**src/rtl/mic_rx_pkg.sv**
```systemverilog
package mic_rx_pkg;
  // register byte offsets (decoded by neighbouring logic and software)
  localparam int OFS_SYS  = 'h00;
  localparam int OFS_PATH = 'h04;
  localparam int OFS_CLK  = 'h0C;
  localparam int OFS_FILT = 'h10;
  localparam int OFS_DMA  = 'h18;
  localparam int OFS_IEN  = 'h1C;
  localparam int OFS_ICLR = 'h20;
  localparam int OFS_STS  = 'h24;
  localparam int OFS_DATA = 'h30;
  localparam int OFS_VER  = 'h58;

  // field positions
  localparam int SYS_RUN_BIT  = 2;
  localparam int SYS_FLUSH_BIT = 0;
  localparam int DMA_EN_BIT   = 8;
  localparam int STS_OVF_BIT  = 0;
  localparam int STS_UNF_BIT  = 1;

  // writable masks of the plain storage registers
  localparam logic [31:0] PATH_MASK = 32'h7C00_001F;
  localparam logic [31:0] CLK_MASK  = 32'h0000_002F;
  localparam logic [31:0] FILT_MASK = 32'h0000_000F;
  localparam logic [31:0] IEN_MASK  = 32'h0000_0003;

  typedef enum logic [3:0] {
    SEL_NONE, SEL_SYS, SEL_PATH, SEL_CLK, SEL_FILT, SEL_DMA,
    SEL_IEN, SEL_ICLR, SEL_STS, SEL_DATA, SEL_VER
  } reg_sel_e;

  typedef struct packed {
    logic unf;
    logic ovf;
  } sts_t;
endpackage

```
**src/rtl/mic_rx_fifo.sv**
```systemverilog
module mic_rx_fifo #(
  parameter int DATA_W = 32,
  parameter int DEPTH  = 64,
  localparam int PTR_W = $clog2(DEPTH),
  localparam int LVL_W = $clog2(DEPTH + 1)
) (
  input  logic              clk,
  input  logic              rst_n,
  input  logic              clr,
  input  logic              push,
  input  logic              pop,
  input  logic [DATA_W-1:0] din,
  output logic [DATA_W-1:0] head,
  output logic [LVL_W-1:0]  level,
  output logic              full,
  output logic              empty
);
  localparam logic [PTR_W-1:0] LAST_IDX = PTR_W'(DEPTH - 1);
  localparam logic [PTR_W-1:0] PTR_ONE  = PTR_W'(1);
  localparam logic [LVL_W-1:0] LVL_ONE  = LVL_W'(1);
  localparam logic [LVL_W-1:0] LVL_MAX  = LVL_W'(DEPTH);

  logic [DATA_W-1:0] mem [DEPTH];
  logic [PTR_W-1:0]  wr_ptr_q, wr_ptr_d, rd_ptr_q, rd_ptr_d;
  logic [LVL_W-1:0]  cnt_q, cnt_d;

  always_comb begin
    wr_ptr_d = wr_ptr_q;
    rd_ptr_d = rd_ptr_q;
    cnt_d    = cnt_q;
    if (clr) begin
      wr_ptr_d = '0;
      rd_ptr_d = '0;
      cnt_d    = '0;
    end else begin
      if (push) wr_ptr_d = (wr_ptr_q == LAST_IDX) ? '0 : wr_ptr_q + PTR_ONE;
      if (pop)  rd_ptr_d = (rd_ptr_q == LAST_IDX) ? '0 : rd_ptr_q + PTR_ONE;
      case ({push, pop})
        2'b10:   cnt_d = cnt_q + LVL_ONE;
        2'b01:   cnt_d = cnt_q - LVL_ONE;
        default: cnt_d = cnt_q;
      endcase
    end
  end

  always_ff @(posedge clk or negedge rst_n) begin
    if (!rst_n) begin
      wr_ptr_q <= '0;
      rd_ptr_q <= '0;
      cnt_q    <= '0;
    end else begin
      wr_ptr_q <= wr_ptr_d;
      rd_ptr_q <= rd_ptr_d;
      cnt_q    <= cnt_d;
    end
  end

  always_ff @(posedge clk) begin
    if (push && !clr) mem[wr_ptr_q] <= din;
  end

  assign head  = mem[rd_ptr_q];
  assign level = cnt_q;
  assign full  = (cnt_q == LVL_MAX);
  assign empty = (cnt_q == '0);
endmodule

```
**src/rtl/mic_rx_flow.sv**
```systemverilog
module mic_rx_flow #(
  parameter int LVL_W = 7,
  parameter int WM_W  = 7,
  localparam int CMP_W = ((LVL_W > WM_W) ? LVL_W : WM_W) + 1
) (
  input  logic             clk,
  input  logic             rst_n,
  input  logic             sys_wr,
  input  logic             wd_run,
  input  logic             wd_flush,
  input  logic             iclr_wr,
  input  logic             wd_clr_ovf,
  input  logic             wd_clr_unf,
  input  logic             data_rd,
  input  logic             smp_valid,
  input  logic             fifo_full,
  input  logic             fifo_empty,
  input  logic [LVL_W-1:0] fifo_level,
  input  logic             dma_en,
  input  logic [WM_W-1:0]  dma_wm,
  output logic             run_q,
  output logic             fifo_clr,
  output logic             fifo_push,
  output logic             fifo_pop,
  output logic             ovf_q,
  output logic             unf_q,
  output logic             dma_req
);
  logic run_d, ovf_d, unf_d;
  logic smp_take, ovf_set, unf_set;
  logic [CMP_W-1:0] lvl_x, wm_x;

  // a flush is ordered explicitly or implied by a running-to-stopped write
  assign fifo_clr = sys_wr && (wd_flush || (run_q && !wd_run));
  assign fifo_pop = data_rd && !fifo_empty;
  assign smp_take = smp_valid && run_q && !fifo_clr;
  assign fifo_push = smp_take && (!fifo_full || fifo_pop);
  assign ovf_set  = smp_take && fifo_full && !fifo_pop;
  assign unf_set  = data_rd && fifo_empty;

  always_comb begin
    run_d = sys_wr ? wd_run : run_q;
    ovf_d = ovf_q;
    unf_d = unf_q;
    if (iclr_wr && wd_clr_ovf) ovf_d = 1'b0;
    if (iclr_wr && wd_clr_unf) unf_d = 1'b0;
    if (ovf_set) ovf_d = 1'b1;
    if (unf_set) unf_d = 1'b1;
  end

  always_ff @(posedge clk or negedge rst_n) begin
    if (!rst_n) begin
      run_q <= 1'b0;
      ovf_q <= 1'b0;
      unf_q <= 1'b0;
    end else begin
      run_q <= run_d;
      ovf_q <= ovf_d;
      unf_q <= unf_d;
    end
  end

  assign lvl_x   = CMP_W'(fifo_level);
  assign wm_x    = CMP_W'(dma_wm);
  assign dma_req = dma_en && run_q && (lvl_x > wm_x);
endmodule

```
**src/rtl/mic_rx_regs.sv**
```systemverilog
module mic_rx_regs
  import mic_rx_pkg::*;
#(
  parameter int          ADDR_W  = 8,
  parameter int          DATA_W  = 32,
  parameter int          WM_W    = 7,
  parameter logic [31:0] VERSION = 32'h0001_0200
) (
  input  logic              clk,
  input  logic              rst_n,
  input  logic              bus_sel,
  input  logic              bus_wr,
  input  logic [ADDR_W-1:0] bus_addr,
  input  logic [DATA_W-1:0] bus_wdata,
  input  logic              run_q,
  input  logic              ovf_q,
  input  logic              unf_q,
  input  logic [DATA_W-1:0] fifo_head,
  input  logic              fifo_empty,
  output logic [DATA_W-1:0] bus_rdata,
  output logic              sys_wr,
  output logic              iclr_wr,
  output logic              data_rd,
  output logic              dma_en,
  output logic [WM_W-1:0]   dma_wm
);
  reg_sel_e sel;
  logic wr_en, rd_en;
  logic [DATA_W-1:0] path_q, path_d, clk_q, clk_d, filt_q, filt_d, ien_q, ien_d;
  logic [DATA_W-1:0] rd_val, rdata_q, rdata_d;
  logic              dma_en_q, dma_en_d;
  logic [WM_W-1:0]   dma_wm_q, dma_wm_d;
  sts_t              sts;

  always_comb begin
    case (bus_addr)
      ADDR_W'(OFS_SYS):  sel = SEL_SYS;
      ADDR_W'(OFS_PATH): sel = SEL_PATH;
      ADDR_W'(OFS_CLK):  sel = SEL_CLK;
      ADDR_W'(OFS_FILT): sel = SEL_FILT;
      ADDR_W'(OFS_DMA):  sel = SEL_DMA;
      ADDR_W'(OFS_IEN):  sel = SEL_IEN;
      ADDR_W'(OFS_ICLR): sel = SEL_ICLR;
      ADDR_W'(OFS_STS):  sel = SEL_STS;
      ADDR_W'(OFS_DATA): sel = SEL_DATA;
      ADDR_W'(OFS_VER):  sel = SEL_VER;
      default:           sel = SEL_NONE;
    endcase
  end

  assign wr_en   = bus_sel && bus_wr;
  assign rd_en   = bus_sel && !bus_wr;
  assign sys_wr  = wr_en && (sel == SEL_SYS);
  assign iclr_wr = wr_en && (sel == SEL_ICLR);
  assign data_rd = rd_en && (sel == SEL_DATA);

  assign sts.ovf = ovf_q;
  assign sts.unf = unf_q;

  // storage register next state
  always_comb begin
    path_d   = path_q;
    clk_d    = clk_q;
    filt_d   = filt_q;
    ien_d    = ien_q;
    dma_en_d = dma_en_q;
    dma_wm_d = dma_wm_q;
    if (wr_en) begin
      case (sel)
        SEL_PATH: path_d = bus_wdata & DATA_W'(PATH_MASK);
        SEL_CLK:  clk_d  = bus_wdata & DATA_W'(CLK_MASK);
        SEL_FILT: filt_d = bus_wdata & DATA_W'(FILT_MASK);
        SEL_IEN:  ien_d  = bus_wdata & DATA_W'(IEN_MASK);
        SEL_DMA: begin
          dma_en_d = bus_wdata[DMA_EN_BIT];
          dma_wm_d = bus_wdata[WM_W-1:0];
        end
        default: ;
      endcase
    end
  end

  // read mux
  always_comb begin
    rd_val = '0;
    case (sel)
      SEL_SYS:  rd_val[SYS_RUN_BIT] = run_q;
      SEL_PATH: rd_val = path_q;
      SEL_CLK:  rd_val = clk_q;
      SEL_FILT: rd_val = filt_q;
      SEL_DMA: begin
        rd_val[DMA_EN_BIT] = dma_en_q;
        rd_val[WM_W-1:0]   = dma_wm_q;
      end
      SEL_IEN:  rd_val = ien_q;
      SEL_STS: begin
        rd_val[STS_OVF_BIT] = sts.ovf;
        rd_val[STS_UNF_BIT] = sts.unf;
      end
      SEL_DATA: rd_val = fifo_empty ? '0 : fifo_head;
      SEL_VER:  rd_val = DATA_W'(VERSION);
      default:  rd_val = '0;
    endcase
    rdata_d = rd_en ? rd_val : rdata_q;
  end

  always_ff @(posedge clk or negedge rst_n) begin
    if (!rst_n) begin
      path_q   <= '0;
      clk_q    <= '0;
      filt_q   <= '0;
      ien_q    <= '0;
      dma_en_q <= 1'b0;
      dma_wm_q <= '0;
      rdata_q  <= '0;
    end else begin
      path_q   <= path_d;
      clk_q    <= clk_d;
      filt_q   <= filt_d;
      ien_q    <= ien_d;
      dma_en_q <= dma_en_d;
      dma_wm_q <= dma_wm_d;
      rdata_q  <= rdata_d;
    end
  end

  assign bus_rdata = rdata_q;
  assign dma_en    = dma_en_q;
  assign dma_wm    = dma_wm_q;
endmodule

```
**src/rtl/mic_rx_ctrl.sv**
```systemverilog
module mic_rx_ctrl
  import mic_rx_pkg::*;
#(
  parameter int          ADDR_W     = 8,
  parameter int          DATA_W     = 32,
  parameter int          FIFO_DEPTH = 64,
  parameter int          WM_W       = 7,
  parameter logic [31:0] VERSION    = 32'h0001_0200
) (
  input  logic              clk,
  input  logic              rst_n,
  input  logic              bus_sel,
  input  logic              bus_wr,
  input  logic [ADDR_W-1:0] bus_addr,
  input  logic [DATA_W-1:0] bus_wdata,
  output logic [DATA_W-1:0] bus_rdata,
  input  logic              smp_valid,
  input  logic [DATA_W-1:0] smp_data,
  output logic              dma_req
);
  localparam int LVL_W = $clog2(FIFO_DEPTH + 1);

  logic              sys_wr, iclr_wr, data_rd;
  logic              dma_en;
  logic [WM_W-1:0]   dma_wm;
  logic              run_q, ovf_q, unf_q;
  logic              fifo_clr, fifo_push, fifo_pop, fifo_full, fifo_empty;
  logic [LVL_W-1:0]  fifo_level;
  logic [DATA_W-1:0] fifo_head;

  mic_rx_regs #(
    .ADDR_W(ADDR_W), .DATA_W(DATA_W), .WM_W(WM_W), .VERSION(VERSION)
  ) u_regs (
    .clk(clk), .rst_n(rst_n),
    .bus_sel(bus_sel), .bus_wr(bus_wr), .bus_addr(bus_addr), .bus_wdata(bus_wdata),
    .run_q(run_q), .ovf_q(ovf_q), .unf_q(unf_q),
    .fifo_head(fifo_head), .fifo_empty(fifo_empty),
    .bus_rdata(bus_rdata), .sys_wr(sys_wr), .iclr_wr(iclr_wr), .data_rd(data_rd),
    .dma_en(dma_en), .dma_wm(dma_wm)
  );

  mic_rx_flow #(.LVL_W(LVL_W), .WM_W(WM_W)) u_flow (
    .clk(clk), .rst_n(rst_n),
    .sys_wr(sys_wr),
    .wd_run(bus_wdata[SYS_RUN_BIT]), .wd_flush(bus_wdata[SYS_FLUSH_BIT]),
    .iclr_wr(iclr_wr),
    .wd_clr_ovf(bus_wdata[STS_OVF_BIT]), .wd_clr_unf(bus_wdata[STS_UNF_BIT]),
    .data_rd(data_rd), .smp_valid(smp_valid),
    .fifo_full(fifo_full), .fifo_empty(fifo_empty), .fifo_level(fifo_level),
    .dma_en(dma_en), .dma_wm(dma_wm),
    .run_q(run_q), .fifo_clr(fifo_clr), .fifo_push(fifo_push), .fifo_pop(fifo_pop),
    .ovf_q(ovf_q), .unf_q(unf_q), .dma_req(dma_req)
  );

  mic_rx_fifo #(.DATA_W(DATA_W), .DEPTH(FIFO_DEPTH)) u_fifo (
    .clk(clk), .rst_n(rst_n),
    .clr(fifo_clr), .push(fifo_push), .pop(fifo_pop), .din(smp_data),
    .head(fifo_head), .level(fifo_level), .full(fifo_full), .empty(fifo_empty)
  );
endmodule

```
**config.mk**
```make
export PLATFORM = sky130hd
export DESIGN_NAME = mic_rx_ctrl
export DESIGN_NICKNAME = d
export VERILOG_FILES = /design/src/rtl/mic_rx_pkg.sv /design/src/rtl/mic_rx_fifo.sv /design/src/rtl/mic_rx_flow.sv /design/src/rtl/mic_rx_regs.sv /design/src/rtl/mic_rx_ctrl.sv
export SDC_FILE = /design/constraint.sdc
export NUM_CORES = 2
export LEC_CHECK = 0
export CAP_MARGIN = 20
export CORE_MARGIN = 2
export CORE_UTILIZATION = 60
export DETAILED_ROUTE_END_ITERATION = 6
export DONT_BUFFER_PORTS = 1
export PLACE_DENSITY_LB_ADDON = 0.3
export SLEW_MARGIN = 20
export SYNTH_ARGS = -nofsm -noshare
export SYNTH_HDL_FRONTEND = slang
export SYNTH_HIERARCHICAL = 1
export SYNTH_SLANG_ARGS = --single-unit
```
**constraint.sdc**
```tcl
create_clock -name clk -period 6.4 [get_ports clk]
set_clock_uncertainty 0.1 [all_clocks]
set_input_delay 1.28 -clock clk [delete_from_list [all_inputs] [get_ports clk]]
set_output_delay 1.28 -clock clk [all_outputs]
set_load 0.02 [all_outputs]
```
Word level (Yosys, flattened, before mapping). Memory sizes are Yosys's and may differ from the RTL's. Index checks and enable logic that the tools add are counted.

Register bits: 83. Memory bits (writable): 2048. Output and inout bits: 33. Logic and storage cells: 104. Memories kept: 1.

Memories: u_fifo.mem (words 64, bits a word 32, rd ports 1, clocked after memory_dff 0, write ports 1, RTL line mic_rx_fifo.sv:23) `logic [DATA_W-1:0] mem [DEPTH];`.

$add $sub $neg: 4. Order comparisons: 1. Equal/unequal tests: 24. Mux-type cells: 22. Reductions and logical operators: 39.

Operators by type and width (number): 23-bit case mux with 3 select lines (1); 4-bit case mux with 10 select lines (1); 6-bit 2-to-1 mux (6); 32-bit 2-to-1 mux (1); 8-bit by 5-bit == test with 1-bit output, second input constant (3); 8-bit by 6-bit == test with 1-bit output, second input constant (3); 4-bit case mux with 5 select lines (1); 1-bit logical AND (19); 4-bit by 3-bit == test with 1-bit output, second input constant (4); 2-bit case mux with 7 select lines (1); 7-bit case mux with 2 select lines (1); 6-bit by 1-bit adder with 6-bit output, second input constant (2); 4-bit == test, second input constant (3); 6-bit == test, second input constant (2); 2-bit AND reduction (5); 4-bit by 2-bit == test with 1-bit output, second input constant (2); 8-bit by 3-bit == test with 1-bit output, second input constant (1); 8-bit by 4-bit == test with 1-bit output, second input constant (1); 8-bit by 7-bit == test with 1-bit output, second input constant (1); 8-bit zero test (1); 2-bit nonzero test (4); 7-bit by 1-bit adder with 7-bit output, second input constant (1); 7-bit == test, second input constant (1); 7-bit greater-than comparator (1); other kinds (12) (24).

Depth between registers and ports, before layout.
Word-level depth: 11. Mapped depth: 15.

Modules after synthesis. Netlist, hierarchy kept.

Modules (own cells, without submodules): mic_rx_fifo (instances 1, cells an instance 3424, area each 78824.3 um^2, seq. area each 61974.4 um^2); mic_rx_regs (instances 1, cells an instance 228, area each 2812.7 um^2, seq. area each 1526.5 um^2); mic_rx_flow (instances 1, cells an instance 41, area each 341.6 um^2, seq. area each 75.1 um^2).

Least setup slack after synthesis. OpenSTA, ideal clock, no wires.

Path kind: input-to-reg. Start point: input port bus_addr[4]. End point: memory u_fifo.mem[48][0], enable pin. Data arrival time: 5.496 ns. Data required time: 5.839 ns. Path slack: 0.343 ns. Stages on the path: 11. Path through: buf_6 -> clkbuf_1 -> inv_1 -> nor4_1 -> nand2b_1 -> a21boi_2 -> nor2b_1 -> buf_1 -> nand3_1 -> or2_2 -> nor3_1.

RTL lines: start, declared (RTL line mic_rx_ctrl.sv:14) `input logic [ADDR_W-1:0] bus_addr,`; 8-bit by 7-bit == test with 1-bit output (tied with other cells) (RTL line mic_rx_regs.sv:36) `case (bus_addr)`; 4-bit case mux with 10 select lines * (RTL line mic_rx_regs.sv:36); 4-bit == test * (RTL line mic_rx_regs.sv:55) `assign data_rd = rd_en && (sel == SEL_DATA);`; 1-bit logical AND * (RTL line mic_rx_regs.sv:55); named net data_rd (RTL line mic_rx_ctrl.sv:23) `logic sys_wr, iclr_wr, data_rd;`; 1-bit logical AND * (RTL line mic_rx_flow.sv:35) `assign fifo_pop = data_rd && !fifo_empty;`; 1-bit logical OR * (RTL line mic_rx_flow.sv:37) `assign fifo_push = smp_take && (!fifo_full || fifo_pop);`; 1-bit logical AND * (RTL line mic_rx_flow.sv:37); named net fifo_push (RTL line mic_rx_ctrl.sv:27) `logic fifo_clr, fifo_push, fifo_pop, fifo_full, fifo_empty;`; 1-bit logical AND * (RTL line mic_rx_fifo.sv:59) `if (push && !clr) mem[wr_ptr_q] <= din;`; 1-bit 2-to-1 mux * (RTL line mic_rx_fifo.sv:59); 1-bit 2-to-1 mux (implied by the code) * (RTL line mic_rx_fifo.sv:59); end, declared (RTL line mic_rx_fifo.sv:23).

The timed path passes the listed nets; every way through them passes the cells marked *.

Final worst setup path.
Start point: input port bus_addr[7]. End point: memory u_fifo.mem[16][9], enable pin.

The elaborated chain is that of the path after synthesis.

==> metrics.txt <==
status finished clean; IO buf count 0; Max-Cap Viols 0; FF/Latch Area 63600 sq um; Synth cell types 72; Rel. slew slack 0.188; Detailed Route WL 195 mm; startpoint class of the critical path primary input; Post-Syn Instances 3693; Post-Syn Area 82000 sq um; LEAKAGE 27.8 nW; Area Overhead vs Synth 11.4%; max-slew violation count 0; Sw Ratio 0.189; Vias/cell 6.93; max frequency 214 MHz; total track usage 0.282; Max VDD drop 0.321 mV; synth warn 6; Num CTS Buffers 200; CTS max path bufs 3; Hold WC Path Type in -> async; Antenna Violating Nets Remaining 0; initial antenna violation count 7; Vias 40006; Core Footprint 135000 sq um; Layout fillers 8202; unrepaired setup endpoints after global routing false; # IOs 110; area of the multi-input gates 17700 sq um; Post-synth EDFFs 2048; Net Sw Power 5.16 mW; Crit Path Class in -> reg; total negative setup slack 0 ps; Req. time, crit path 6750 ps; router iterations before antenna repair 5; die area 140000 sq um; vias in the first global route 39980; Die Y 374 um; fraction of registers with async set or reset after synthesis 0.0389; routability cong. 0.933; CP Capture Type flip-flop; initial core utilization 0.605; Root Driver clkbuf_16; grt total ovfl 0; ys flop type edfxtp_1; share of layout cells above drive strength 1 0.268; post-route insts no fill 5771; detailed-placement wirelength estimate 109 mm; Initial DRC Count 5813; crit path DAT 5020 ps; net count after synthesis 3781; Die Wd 374 um; share of the synthesized area in the top cell type 0.750; H-Tree Depth 4; final hold viol count 0; Reg power frac 0.562; post-CTS sizing 0; Synth top cells by count edfxtp_1 (2048), mux4_2 (511), nor2_1 (119); RR Startpoint u_fifo/level[1]$_DFFE_PN0P_; internal power 22.1 mW; Synth area leaders edfxtp_1 (75%), mux4_2 (14%), dfrtp_1 (2.5%); period utilisation layout 0.730; placed insts 5401; first-pass GRT wire length 282 mm; pwr/cell area 298 nW/um^2; worst slew pin tran 1200 ps; pin count of the biggest net entering global routing 78; Worst R2R Setup Slack 2080 ps; Worst Path Max Fanout 32; crit path launch bus_addr[7]; Yosys top cell by area edfxtp_1; clock power share 0.429; Avg WL per Cell 33.8 um; Tmin final 4670 ps; combinational fraction of design power 0.008; CTS sink count 2131; latest clock arrival within the worst-skew pair 830 ps; Syn Area/Cell 22.2 sq um; top-count cell post-synth edfxtp_1; CTS clock-pin slew for the worst setup and hold paths 60 ps; post-layout net count 3911; Core Rows 135; DRC 0; final setup violation count 0; CTS tree done; post-synthesis register bit count 2131; post-synthesis sequential area ratio 0.776
==> critical path, cell delays in order <==
cell and delay, ps:
nor4_4 430, nand2_1 90, nor4_1 370, nand2b_1 170
a21boi_2 300, nor2b_1 530, nor2b_1 330, nand2_1 650
nor2_4 270, buf_4 550
==> power by group through the flow <==
stage	logic [mW]	registers, mW	clock network (mW)
global placement	0.215	15.6	0
detailed placement	0.220	15.6	0
finish	0.223	15.3	11.7
CTS	0.224	15.3	11.8
floorplan	0.193	15.6	0
global route	0.240	15.3	12.3
==> layout make-up <==
class                   count  area share
inverters                  14    0.000576
diodes                      3   0.0000822
clock buffers             242      0.0587
well taps                1781      0.0244
multi-input cells        1336       0.194
repair buffers            140      0.0141
flip-flops and latches   2131       0.696
clock inverters           124      0.0120
==> metrics by stage <==
step	utilization	power, mW	setup WS, ps	area, sq um	hold slack [ps]
2_1_floorplan	-	15.8	343	82000	363
3_3_place_gp	0.626	15.8	1070	84800	390
3_5_place_dp	0.626	15.8	1010	84800	391
4_1_cts	0.674	27.4	1870	91300	0.700
5_1_grt	0.674	27.9	1470	91300	18.2
6_report	0.674	27.2	1730	91300	55.5
==> path summary, 6_finish.rpt <==
check	end	cells after the start
max	u_fifo/mem[16][9]$_DFFE_PP_	10
min	u_flow/unf_q$_DFFE_PN0P_	0
max reg2reg	u_fifo/mem[16][9]$_DFFE_PP_	10
min reg2reg	u_regs/filt_q[0]$_DFFE_PN0P_	1
max in group asynchronous	u_fifo/level[6]$_DFFE_PN0P_	1
min in group clk	u_regs/filt_q[0]$_DFFE_PN0P_	1
==> registers in the layout (all words and copies together), names as in the netlist <==
register          flops
u_fifo/level          7
u_fifo/mem         2048
u_fifo/rd_ptr_q       6
u_fifo/wr_ptr_q       6
u_flow/ovf_q          1
u_flow/run_q          1
u_flow/unf_q          1
u_regs/bus_rdata     32
u_regs/clk_q          5
u_regs/dma_en         1
u_regs/dma_wm         7
u_regs/filt_q         4
u_regs/ien_q          2
u_regs/path_q        10
==> what timing repair did <==
action	in CTS	in global routing
hold buffers	1	0
buffers inserted	0	0
hold endpoints to repair	11	0
==> metal layers <==
layer  wire, um  share of wire  track usage  vias up
met5         28        0.00014            0        -
li1           -              -            -    15976
met3      20500           0.11       0.0660      368
met2      95500           0.49        0.446     2357
met1      72600           0.37        0.396    21301
met4       6140          0.032       0.0930        4
==> layout by cell type (no fill, tap or decap), types with 6 or more instances in the layout <==
cell type   netlist  final
mux4_2          511    511
o21a_1           13     13
inv_1            13     13
ha_1             11     11
edfxtp_1       2048   2048
o22ai_1          60     60
a21oi_1          48     48
clkbuf_16         0    208
buf_4            36    120
nor2_1          119     56
nor2_4            0     63
mux2_2           34     34
nand4_1           9      9
clkinv_1          0     45
and2_1            7      6
nand2_1          59     59
nor2b_1          15     13
dfrtp_1          83     77
xor2_1            7      7
a221o_1          15     15
clkinvlp_4        0      9
a221oi_1         31     31
a22oi_1          92     92
mux2i_1          55     55
o41ai_1          13     10
clkinv_2          0     40
a22o_1           26     26
nor3_1           17     15
nand3b_1          7      7
o311a_1          12     12
a211oi_1          7      7
o21ai_1          13     13
nor4_1            7      7
buf_12            3     19
clkbuf_1         75     31
o21ai_0          29     29
bufinv_16         0     18
nand3_1          38     38
nand2b_1         16     14
==> logic make-up after synthesis <==
group | synth area share
compound gates | 0.0332
flops | 0.776
simple gates | 0.0206
xor+xnor | 0.00128
fa+ha+maj | 0.00168
mux | 0.152
buf+inv | 0.0153
Power figures use the tool's default switching activity.
